<file path="src/rtl/tw_pkg.sv">
package tw_pkg;
  localparam int WORD_W   = 32;
  localparam int CTRL_LSB = 22;

  typedef enum logic [2:0] {
    A_CTRL = 3'd0,
    A_STAT = 3'd1,
    A_IVAL = 3'd2,
    A_TBLO = 3'd3,
    A_TBHI = 3'd4
  } reg_addr_e;

  localparam int ST_IVL = 0;
  localparam int ST_FIX = 1;
  localparam int ST_WDG = 2;
  localparam int ST_RST = 3;
  localparam int ST_W   = 4;

  typedef struct packed {
    logic [1:0] wd_per;
    logic [1:0] wd_act;
    logic       wd_ie;
    logic       ivl_ie;
    logic [1:0] fix_per;
    logic       fix_ie;
    logic       auto_rl;
  } ctrl_t;
endpackage

</file>
<file path="src/rtl/tw_timebase.sv">
module tw_timebase #(
  parameter int TB_W = 64,
  localparam int LO_W = 32,
  localparam int HI_W = TB_W - LO_W
) (
  input  logic            clk,
  input  logic            rst,
  input  logic            wr_lo,
  input  logic            wr_hi,
  input  logic [31:0]     wdata,
  input  logic            snap_en,
  output logic [TB_W-1:0] tb,
  output logic [HI_W-1:0] hi_snap
);
  logic [LO_W-1:0] lo_stage;

  always_ff @(posedge clk) begin
    if (rst) begin
      tb       <= '0;
      lo_stage <= '0;
      hi_snap  <= '0;
    end else begin
      if (wr_lo)
        lo_stage <= wdata[LO_W-1:0];
      if (wr_hi)
        tb <= {wdata[HI_W-1:0], lo_stage};
      else
        tb <= tb + TB_W'(1);
      if (snap_en)
        hi_snap <= tb[TB_W-1:LO_W];
    end
  end

  // free-running step of one per clock
  a_r2_tb_step: assert property (@(posedge clk) disable iff (rst)
    !wr_hi |=> tb == $past(tb) + TB_W'(1));

  // high write commits the staged low word
  a_r2_tb_load: assert property (@(posedge clk) disable iff (rst)
    wr_hi |=> tb[LO_W-1:0] == $past(lo_stage));
endmodule

</file>
<file path="src/rtl/tw_interval.sv">
module tw_interval #(
  parameter int CNT_W = 32
) (
  input  logic             clk,
  input  logic             rst,
  input  logic             load_wr,
  input  logic [CNT_W-1:0] load_val,
  input  logic             auto_rl,
  output logic [CNT_W-1:0] count,
  output logic             fire
);
  logic [CNT_W-1:0] reload;
  logic             at_one;

  assign at_one = (count == CNT_W'(1));
  assign fire   = at_one && !load_wr;

  always_ff @(posedge clk) begin
    if (rst) begin
      count  <= '0;
      reload <= '0;
    end else if (load_wr) begin
      count  <= load_val;
      reload <= load_val;
    end else if (at_one) begin
      count <= auto_rl ? reload : '0;
    end else if (count != '0) begin
      count <= count - CNT_W'(1);
    end
  end

  // decrement by one while above one
  a_r3_decrement: assert property (@(posedge clk) disable iff (rst)
    (count > CNT_W'(1) && !load_wr) |=> count == $past(count) - CNT_W'(1));

  // one-shot holds at zero
  a_r3_hold_zero: assert property (@(posedge clk) disable iff (rst)
    (count == '0 && !load_wr) |=> count == '0);

  // reload from the stored value
  a_r4_reload: assert property (@(posedge clk) disable iff (rst)
    (fire && auto_rl) |=> count == $past(reload));
endmodule

</file>
<file path="src/rtl/tw_tap_fall.sv">
module tw_tap_fall #(
  parameter int TB_W = 64,
  parameter int BASE = 9,
  parameter int STEP = 4,
  localparam int N_SEL = 4,
  localparam int SEL_W = $clog2(N_SEL)
) (
  input  logic             clk,
  input  logic             rst,
  input  logic [TB_W-1:0]  tb,
  input  logic [SEL_W-1:0] sel,
  output logic             fall
);
  logic [N_SEL-1:0] taps;
  logic             cur_bit;
  logic             prev_bit;
  logic             tb_unused;

  for (genvar g = 0; g < N_SEL; g++) begin : g_tap
    localparam int IDX = BASE + STEP * g - 1;
    assign taps[g] = tb[IDX];
  end

  assign tb_unused = ^tb;
  assign cur_bit   = taps[sel];
  assign fall      = prev_bit && !cur_bit;

  always_ff @(posedge clk) begin
    if (rst) prev_bit <= 1'b0;
    else     prev_bit <= cur_bit;
  end

  // an event lasts a single clock
  a_r7_single_cycle: assert property (@(posedge clk) disable iff (rst)
    fall |=> !fall);
endmodule

</file>
<file path="src/rtl/tw_watchdog.sv">
module tw_watchdog (
  input  logic       clk,
  input  logic       rst,
  input  logic       expire,
  input  logic       pending,
  input  logic [1:0] action,
  output logic       set_pend,
  output logic       set_rst,
  output logic [1:0] rst_req
);
  assign set_pend = expire && !pending;
  assign set_rst  = expire && pending;

  always_ff @(posedge clk) begin
    if (rst)          rst_req <= 2'b00;
    else if (set_rst) rst_req <= action;
    else              rst_req <= 2'b00;
  end

  // reset request lasts exactly one clock
  a_r9_one_cycle: assert property (@(posedge clk) disable iff (rst)
    (rst_req != 2'b00) |=> rst_req == 2'b00);

  // request code follows the selected action
  a_r9_code: assert property (@(posedge clk) disable iff (rst)
    set_rst |=> rst_req == $past(action));
endmodule

</file>
<file path="src/rtl/tick_watch_unit.sv">
module tick_watch_unit #(
  parameter int TB_W     = 64,
  parameter int CNT_W    = 32,
  parameter int FIX_BASE = 9,
  parameter int FIX_STEP = 4,
  parameter int WD_BASE  = 17,
  parameter int WD_STEP  = 4
) (
  input  logic        clk,
  input  logic        rst,
  input  logic        wr_en,
  input  logic        rd_en,
  input  logic [2:0]  addr,
  input  logic [31:0] wdata,
  output logic [31:0] rdata,
  output logic        irq,
  output logic [1:0]  rst_req
);
  import tw_pkg::*;

  localparam int HI_W = TB_W - 32;

  ctrl_t            ctrl;
  logic [ST_W-1:0]  status;
  logic [ST_W-1:0]  st_clr;
  logic [ST_W-1:0]  st_set;
  logic [ST_W-1:0]  irq_mask;
  logic [TB_W-1:0]  tb;
  logic [HI_W-1:0]  hi_snap;
  logic [CNT_W-1:0] ivl_cnt;
  logic             ivl_fire;
  logic             fix_fall;
  logic             wd_exp;
  logic             wd_set_pend;
  logic             wd_set_rst;

  logic wr_ctrl, wr_stat, wr_ivl, wr_tblo, wr_tbhi, rd_tblo;

  assign wr_ctrl = wr_en && (addr == A_CTRL);
  assign wr_stat = wr_en && (addr == A_STAT);
  assign wr_ivl  = wr_en && (addr == A_IVAL);
  assign wr_tblo = wr_en && (addr == A_TBLO);
  assign wr_tbhi = wr_en && (addr == A_TBHI);
  assign rd_tblo = rd_en && (addr == A_TBLO);

  tw_timebase #(.TB_W(TB_W)) u_timebase (
    .clk     (clk),
    .rst     (rst),
    .wr_lo   (wr_tblo),
    .wr_hi   (wr_tbhi),
    .wdata   (wdata),
    .snap_en (rd_tblo),
    .tb      (tb),
    .hi_snap (hi_snap)
  );

  tw_interval #(.CNT_W(CNT_W)) u_interval (
    .clk      (clk),
    .rst      (rst),
    .load_wr  (wr_ivl),
    .load_val (wdata[CNT_W-1:0]),
    .auto_rl  (ctrl.auto_rl),
    .count    (ivl_cnt),
    .fire     (ivl_fire)
  );

  tw_tap_fall #(.TB_W(TB_W), .BASE(FIX_BASE), .STEP(FIX_STEP)) u_fix_tap (
    .clk  (clk),
    .rst  (rst),
    .tb   (tb),
    .sel  (ctrl.fix_per),
    .fall (fix_fall)
  );

  tw_tap_fall #(.TB_W(TB_W), .BASE(WD_BASE), .STEP(WD_STEP)) u_wd_tap (
    .clk  (clk),
    .rst  (rst),
    .tb   (tb),
    .sel  (ctrl.wd_per),
    .fall (wd_exp)
  );

  tw_watchdog u_watchdog (
    .clk      (clk),
    .rst      (rst),
    .expire   (wd_exp),
    .pending  (status[ST_WDG]),
    .action   (ctrl.wd_act),
    .set_pend (wd_set_pend),
    .set_rst  (wd_set_rst),
    .rst_req  (rst_req)
  );

  always_comb begin
    st_clr = wr_stat ? wdata[ST_W-1:0] : '0;
    st_set = '0;
    st_set[ST_IVL] = ivl_fire;
    st_set[ST_FIX] = fix_fall;
    st_set[ST_WDG] = wd_set_pend;
    st_set[ST_RST] = wd_set_rst;
    irq_mask = '0;
    irq_mask[ST_IVL] = ctrl.ivl_ie;
    irq_mask[ST_FIX] = ctrl.fix_ie;
    irq_mask[ST_WDG] = ctrl.wd_ie;
  end

  always_ff @(posedge clk) begin
    if (rst) begin
      ctrl   <= '0;
      status <= '0;
      irq    <= 1'b0;
    end else begin
      if (wr_ctrl)
        ctrl <= ctrl_t'(wdata[WORD_W-1:CTRL_LSB]);
      status <= (status & ~st_clr) | st_set;
      irq    <= |(status & irq_mask);
    end
  end

  always_ff @(posedge clk) begin
    if (rst) begin
      rdata <= '0;
    end else if (rd_en) begin
      case (addr)
        A_CTRL:  rdata <= {ctrl, {CTRL_LSB{1'b0}}};
        A_STAT:  rdata <= 32'(status);
        A_IVAL:  rdata <= 32'(ivl_cnt);
        A_TBLO:  rdata <= tb[31:0];
        A_TBHI:  rdata <= 32'(hi_snap);
        default: rdata <= '0;
      endcase
    end
  end

  // write-one clears a bit that is not being set
  a_r5_w1c: assert property (@(posedge clk) disable iff (rst)
    (wr_stat && wdata[ST_IVL] && !ivl_fire) |=> !status[ST_IVL]);

  // first expiry marks the watchdog pending
  a_r8_first_stage: assert property (@(posedge clk) disable iff (rst)
    (wd_exp && !status[ST_WDG]) |=> status[ST_WDG] && rst_req == 2'b00);

  // no reset request without a pending mark
  a_r10_needs_pending: assert property (@(posedge clk) disable iff (rst)
    (wd_exp && !status[ST_WDG]) |=> !status[ST_RST] || $past(status[ST_RST]));
endmodule

</file>
<file path="config.mk">
export PLATFORM = sky130hd
export DESIGN_NAME = tick_watch_unit
export DESIGN_NICKNAME = d
export VERILOG_FILES = /design/src/rtl/tw_pkg.sv /design/src/rtl/tw_timebase.sv /design/src/rtl/tw_interval.sv /design/src/rtl/tw_tap_fall.sv /design/src/rtl/tw_watchdog.sv /design/src/rtl/tick_watch_unit.sv
export SDC_FILE = /design/constraint.sdc
export NUM_CORES = 1
export LEC_CHECK = 0
export BUFFER_PORTS_ARGS = -buffer_cell sky130_fd_sc_hd__buf_2
export CAP_MARGIN = 20
export CELL_PAD_IN_SITES_DETAIL_PLACEMENT = 0
export CELL_PAD_IN_SITES_GLOBAL_PLACEMENT = 1
export CORE_MARGIN = 2
export CORE_UTILIZATION = 45
export CTS_CLUSTER_DIAMETER = 100
export CTS_CLUSTER_SIZE = 16
export DETAILED_ROUTE_END_ITERATION = 12
export PLACE_DENSITY_LB_ADDON = 0.1
export SYNTH_ARGS = -nofsm -noshare
export SYNTH_HDL_FRONTEND = slang
export SYNTH_HIERARCHICAL = 1
export SYNTH_SLANG_ARGS = --single-unit
</file>
<file path="constraint.sdc">
create_clock -name clk -period 5 [get_ports clk]
set_clock_uncertainty 0.15 [all_clocks]
set_input_delay 1 -clock clk [delete_from_list [all_inputs] [get_ports clk]]
set_output_delay 1 -clock clk [all_outputs]
set_load 0.01 [all_outputs]
</file>
; ---- Word level (Yosys, flattened, before mapping)
; Cells that the tools add are included.
[totals]
ff_bits = 243
input_bits = 39
output_inout_bits = 35
word_cells = 63
[op_classes]
add_sub_neg = 2
order_cmp = 2
eq_ne = 5
mux = 11
n_bitwise = 5
n_reduce_logical = 20
[ops]
columns = operator, n
row1 = $pmux W32 S5, 1
row2 = $mux W32, 4
row3 = $add A64 B1 Y64 const B, 1
row4 = $mux W64, 1
row5 = $eq A32 B1 Y1 const B, 1
row6 = $reduce_bool A32 Y1, 1
row7 = $sub A32 B1 Y32 const B, 1
row8 = $logic_and A1 B1 Y1, 11
row9 = $eq A3 B2 Y1 const B, 2
row10 = $lt A2 B3 Y1 const B, 2
row11 = $and A4 B3 Y4, 1
row12 = $and A4 B4 Y4, 1
row13 = $bmux W1 S2, 2
row14 = $logic_not A1 Y1, 4
row15 = $mux W4, 1
row16 = $not A4 Y4, 1
row17 = $or A4 B4 Y4, 1
row18 = $reduce_or A4 Y1, 1
row19 = $eq A3 B1 Y1 const B, 1
row20 = $eq A3 B3 Y1 const B, 1
row21 = $logic_not A3 Y1, 1
row22 = $reduce_bool A3 Y1, 1
row23 = $mux W1, 2
row24 = $reduce_or A2 Y1, 1
row25 = $not A1 Y1, 1

; ---- Depth between registers and ports, before layout
[logic_depth]
depth_word = 7
mapped_depth = 10
ltp_nobuf = 7

; ---- Modules after synthesis
; Netlist, hierarchy kept.
[by_module_without_submodules]
columns = module, n_inst, cells_per_inst, area_per_inst_um2, seq_area_each_um2
row1 = tw_timebase, 1, 651, 5774.3, 2562.5
row2 = tw_interval, 1, 390, 3239.4, 1281.2
row3 = tick_watch_unit, 1, 253, 2489.9, 940.9
row4 = tw_tap_fall, 2, 4, 62.6, 20.0
row5 = tw_watchdog, 1, 6, 76.3, 40.0

; ---- Worst setup path before layout
; Ideal clock, no wire load.
[synth_path]
path_kind = input to register
startpoint = input addr[0]
endpoint = register u_interval.reload[20]
setup_ns = 0.128
arrival_ns = 2.741
required_ns = 4.722
slack_ns = 1.981
cell_stages = 7
path_buffers = 4
path_cell_list = buf_6 clkbuf_1 nor4bb_1 clkbuf_1 clkbuf_1 mux2i_1 nor2_1
[synth_via]
elab_chain_cells = 2
[synth_lines]
columns = element, line
row1 = "start, declared", tick_watch_unit.sv:13  ; input logic [2:0] addr,
row2 = $eq A3 B2 Y1, tick_watch_unit.sv:41  ; assign wr_ivl = wr_en && (addr == A_IVAL);
row3 = $logic_and A1 B1 Y1, tick_watch_unit.sv:41
row4 = via wr_ivl, tick_watch_unit.sv:37  ; logic wr_ctrl, wr_stat, wr_ivl, wr_tblo, wr_tbhi, rd_tblo;
row5 = "end signal, assigned", tw_interval.sv:24  ; reload <= load_val;
row6 = "end, declared", tw_interval.sv:12  ; logic [CNT_W-1:0] reload;
; The timed path passes the listed nets, and every way through them passes these cells.
; A chain may end at the register's enable or synchronous reset.

; ---- Worst setup path in the final report
[layout_path]
startpoint = register u_timebase.tb[4]
endpoint = register u_timebase.tb[62]
[layout_via]
elab_chain_cells = 2
[layout_lines]
columns = element, line
row1 = "start, declared", tw_timebase.sv:12  ; output logic [TB_W-1:0] tb,
row2 = "start signal, assigned", tw_timebase.sv:26  ; tb <= {wdata[HI_W-1:0], lo_stage};
row3 = "start signal, assigned", tw_timebase.sv:28  ; tb <= tb + TB_W'(1);
row4 = $add A64 B1 Y64, tw_timebase.sv:28
row5 = $mux W64, tw_timebase.sv:25  ; if (wr_hi)
; No other way between the ends.

==> flow_summary_export.csv <==
group,metric,value,unit
status,status,"complete, no violations",
sta,final_hold_viol_count,0,
finish,diodes,0,
setup_path,crit_buf_inv,0,
route,vias_per_cell,5.805,
grt,grt_max_degree,101,
power,powerDensity,408.9,nW/um^2
route,drtIter0Drc,713,
synth,synth_area_leaders,"dfxtp_1, mux2i_1, nor2_1, nand2_1, a21oi_1",
synth,yosys.area.top_type,"dfxtp_1",
synth,synth_cell_type_count,75,
setup_path,crit_fanout,10,
sta,setup_violations,0,
route,drc,0,
synth,synth_ff_type,"dfxtp_1",
sta,finalMaxSlewViolations,0,
power,clkPwrFrac,26.8,%
setup_path,cp.arrival,3450,ps
grt,grt_pass1_wl,54010,um
clock_network,cts_setup_buffers,0,
grt,grt_use_total,26.28,%
clock_network,cts_tree,"yes",
floorplan,core_area,25760,um^2
sta,fin_worst_hold_slack,302.3,ps
synth,syn_nets,1351,
finish,design_area,12670,um^2
clock_network,htree_levels,1,
setup_path,worst-setup-path-type,"flip-flop to flip-flop",
floorplan,die_x,165.3,um
route,wire_per_inst,21.88,um
grt,grt_pass1_vias,8763,
finish,ff_latch_area,4865,um^2
route,ant_nets,0,
clock_network,cts_made_buffers,19,
placed_design,place.detailed.hpwl,25540,um
floorplan,dieArea,27320,um^2
floorplan,ios,74,
finish,nets,1364,
synth,synth_edf_count,0,
placed_design,pre_cts_ws,1309,ps
power,internal_power,3278,uW
power,combPwrFrac,27.8,%
finish,area.growth.synth_to_final,8.231,%
sta,tightest_slew,1183,ps
setup_path,worstPathCellList,"and4_1 -> nand4_1 -> nor4_1 -> nand2_1 -> xor2_1 -> a211oi_1",
finish,multi_input_area,6324,um^2
sta,slew_headroom,20.44,%
clock_network,clock_sinks,243,
setup_path,critical-path-top-delay-family,"simple AND/OR/NAND/NOR gates",
route,dr_total_vias,9613,
clock_network,insertion_delay,520,ps
route,dr.pass1.iters,5,
sta,rsz0062_at_grt,"false",
power,seq_power_share,45.3,%
synth,syn_area,11700,um^2
clock_network,cts-root-buf,"clkbuf_16",
finish,fillers,2520,
setup_path,endpoint_kind,"flip-flop",
finish,drive_gt1_share,11.20,%
synth,yosys_register_bits,243,
placed_design,placed_cell_area,12170,um^2
power,power.switching,1903,uW
synth,yosysWarnings,6,
sta,tns,0,ps
synth,synthArstFlopShare,0,%
grt,antenna_found_initial,0,
clock_network,postCtsHoldBufs,0,
power,vdd_drop_max,0.3206,mV
setup_path,start_kind,"flip-flop",
clock_network,clk_path_buf_depth,3,
clock_network,cts.clk_slew.worst_paths,70,ps
sta,min_period_over_period,63.52,%
synth,ys_seq_area_share,41.56,%
synth,synth_top_cell_area_share,41.56,%
setup_path,cpMaxStageDelayCell,"nor4_1",
route,routed_wl,36230,um
sta,layout_setup_ws,1824,ps
setup_path,cp_slowest_stage_delay,940,ps
placed_design,gp_congestion,0.8838,
setup_path,required,5280,ps
synth,syn_avg_cell_area,8.949,um^2
synth,netlist_instances,1308,
setup_path,regToRegSetupSlack,1820,ps
flow_run,max_cap_viol_count,0,
floorplan,initial_core_util,45.43,%
hold_path,min_path_type,"flip-flop to flip-flop",
clock_network,ctsResizeCount,0,
power,power_leakage,0.004543,uW
sta,fmax,314.8,MHz
placed_design,io_buffers,73,
power,sw_frac_of_total,36.73,%
floorplan,die_h,165.3,um
floorplan,placement_rows,59,
grt,grt_overflow_total,0,
sta,min_period,3176,ps
[per-layer routing]
metal | up-vias | global-route usage (%) | share of wire, %
li1 | 4734 | - | -
met2 | 212 | 44.00 | 47
met4 | 0 | 8.221 | 3.1
met3 | 51 | 2.522 | 3.8
met1 | 4616 | 35.82 | 46
met5 | - | 0 | 0
[worst min-delay path, delay by kind of cell (launching register included)]
| family | cells | cell delay (ps) |
|---|---|---|
| compound gates | 1 | 50 |
| flops | 1 | 310 |
| simple gates | 1 | 50 |
[synthesized netlist by cell type (4+ instances only)]
| cell type | n |
|---|---|
| o21a_1 | 7 |
| nand3_1 | 28 |
| and2_1 | 8 |
| o22ai_1 | 13 |
| nor4_4 | 5 |
| buf_4 | 7 |
| a22oi_1 | 12 |
| xor2_1 | 36 |
| xnor2_1 | 34 |
| ha_1 | 4 |
| and4_1 | 17 |
| mux2i_1 | 117 |
| buf_2 | 19 |
| nor4_1 | 20 |
| a21oi_1 | 68 |
| a22o_1 | 28 |
| clkbuf_1 | 45 |
| nand4_1 | 27 |
| nand3b_1 | 9 |
| dfxtp_1 | 243 |
| a211oi_1 | 27 |
| o31a_1 | 7 |
| nor2_1 | 150 |
| buf_1 | 14 |
| a222oi_1 | 5 |
| nand2_1 | 147 |
| o21bai_1 | 5 |
| inv_1 | 19 |
| nor3_1 | 24 |
| or4_1 | 4 |
| buf_6 | 9 |
| or3_1 | 10 |
| o21ai_0 | 22 |
| a21o_1 | 4 |
| a31oi_1 | 22 |
| o2bb2ai_1 | 18 |
| a311oi_1 | 5 |
| and3_1 | 7 |
[final timing paths]
kind	cells past startpoint	start	to
setup / recovery	6	u_timebase/tb[4]$_SDFF_PP0_	u_timebase/tb[62]$_SDFF_PP0_
hold / removal	2	u_timebase/lo_stage[9]$_SDFFE_PP0P_	u_timebase/tb[9]$_SDFF_PP0_
setup reg to reg	6	u_timebase/tb[4]$_SDFF_PP0_	u_timebase/tb[62]$_SDFF_PP0_
hold reg to reg	2	u_timebase/lo_stage[9]$_SDFFE_PP0P_	u_timebase/tb[9]$_SDFF_PP0_
[power groups by stage]
stage / clock network, uW / registers, uW / logic [uW]
after detailed placement: 0 / 2400 / 1420
final: 1390 / 2350 / 1440
after global placement: 0 / 2390 / 1410
after global routing: 1490 / 2360 / 1590
after CTS: 1440 / 2350 / 1430
after floorplan: 0 / 2270 / 1130
[stage by stage]
step	std cells	util [%]	power, uW
after detailed placement	1635	47.23	3817
after CTS	1656	49.17	5217
final	1656	49.17	5180
after global routing	1656	49.17	5443
after floorplan	1308	-	3401
after global placement	1635	47.23	3805
[final cells by class]
cell class	count	share of cell area (%)
Multi-Input combinational cell	950	49.92
Clock buffer	19	3.753
Clock inverter	2	0.1975
Inverter	21	0.6222
Tap cell	335	3.309
Timing Repair Buffer	86	3.802
Sequential cell	243	38.40
[logic make-up after synthesis]
logic type,after synthesis,share of synthesized area (%)
compound gates,260,15.45
xor+xnor,70,5.238
fa+ha+maj,4,0.4276
buf+inv,115,4.693
flops,243,41.56
mux,119,10.39
simple gates,497,22.24
[placed cells by master (no fill, tap or decap), types with 4 or more instances in the layout]
master     netlist  final
dfxtp_1        243    243
nor2_1         150    149
nand2_1        147    147
mux2i_1        117    117
buf_2           19     72
a21oi_1         68     68
xor2_1          36     36
xnor2_1         34     34
a22o_1          28     28
nand3_1         28     28
nand4_1         27     27
a211oi_1        27     27
nor3_1          24     24
o21ai_0         22     22
a31oi_1         22     22
nor4_1          20     20
inv_1           19     19
clkbuf_16        0     19
o2bb2ai_1       18     18
and4_1          17     17
o22ai_1         13     13
a22oi_1         12     12
buf_4            7     12
or3_1           10     10
nand3b_1         9      9
and2_1           8      8
and3_1           7      7
o31a_1           7      7
o21a_1           7      7
nor4_4           5      6
a222oi_1         5      5
a311oi_1         5      5
o21bai_1         5      5
a21o_1           4      4
or4_1            4      4
ha_1             4      4
[flip-flops by register name, summed over array words and instances (netlist names)]
register	cells
u_watchdog/rst_req	2
u_interval/reload	32
u_timebase/tb	64
irq	1
u_timebase/lo_stage	32
status	4
u_timebase/hi_snap	32
u_fix_tap/prev_bit	1
u_wd_tap/prev_bit	1
u_interval/count	32
ctrl	10
rdata	32
No activity file was read; power rests on OpenSTA's default activity.
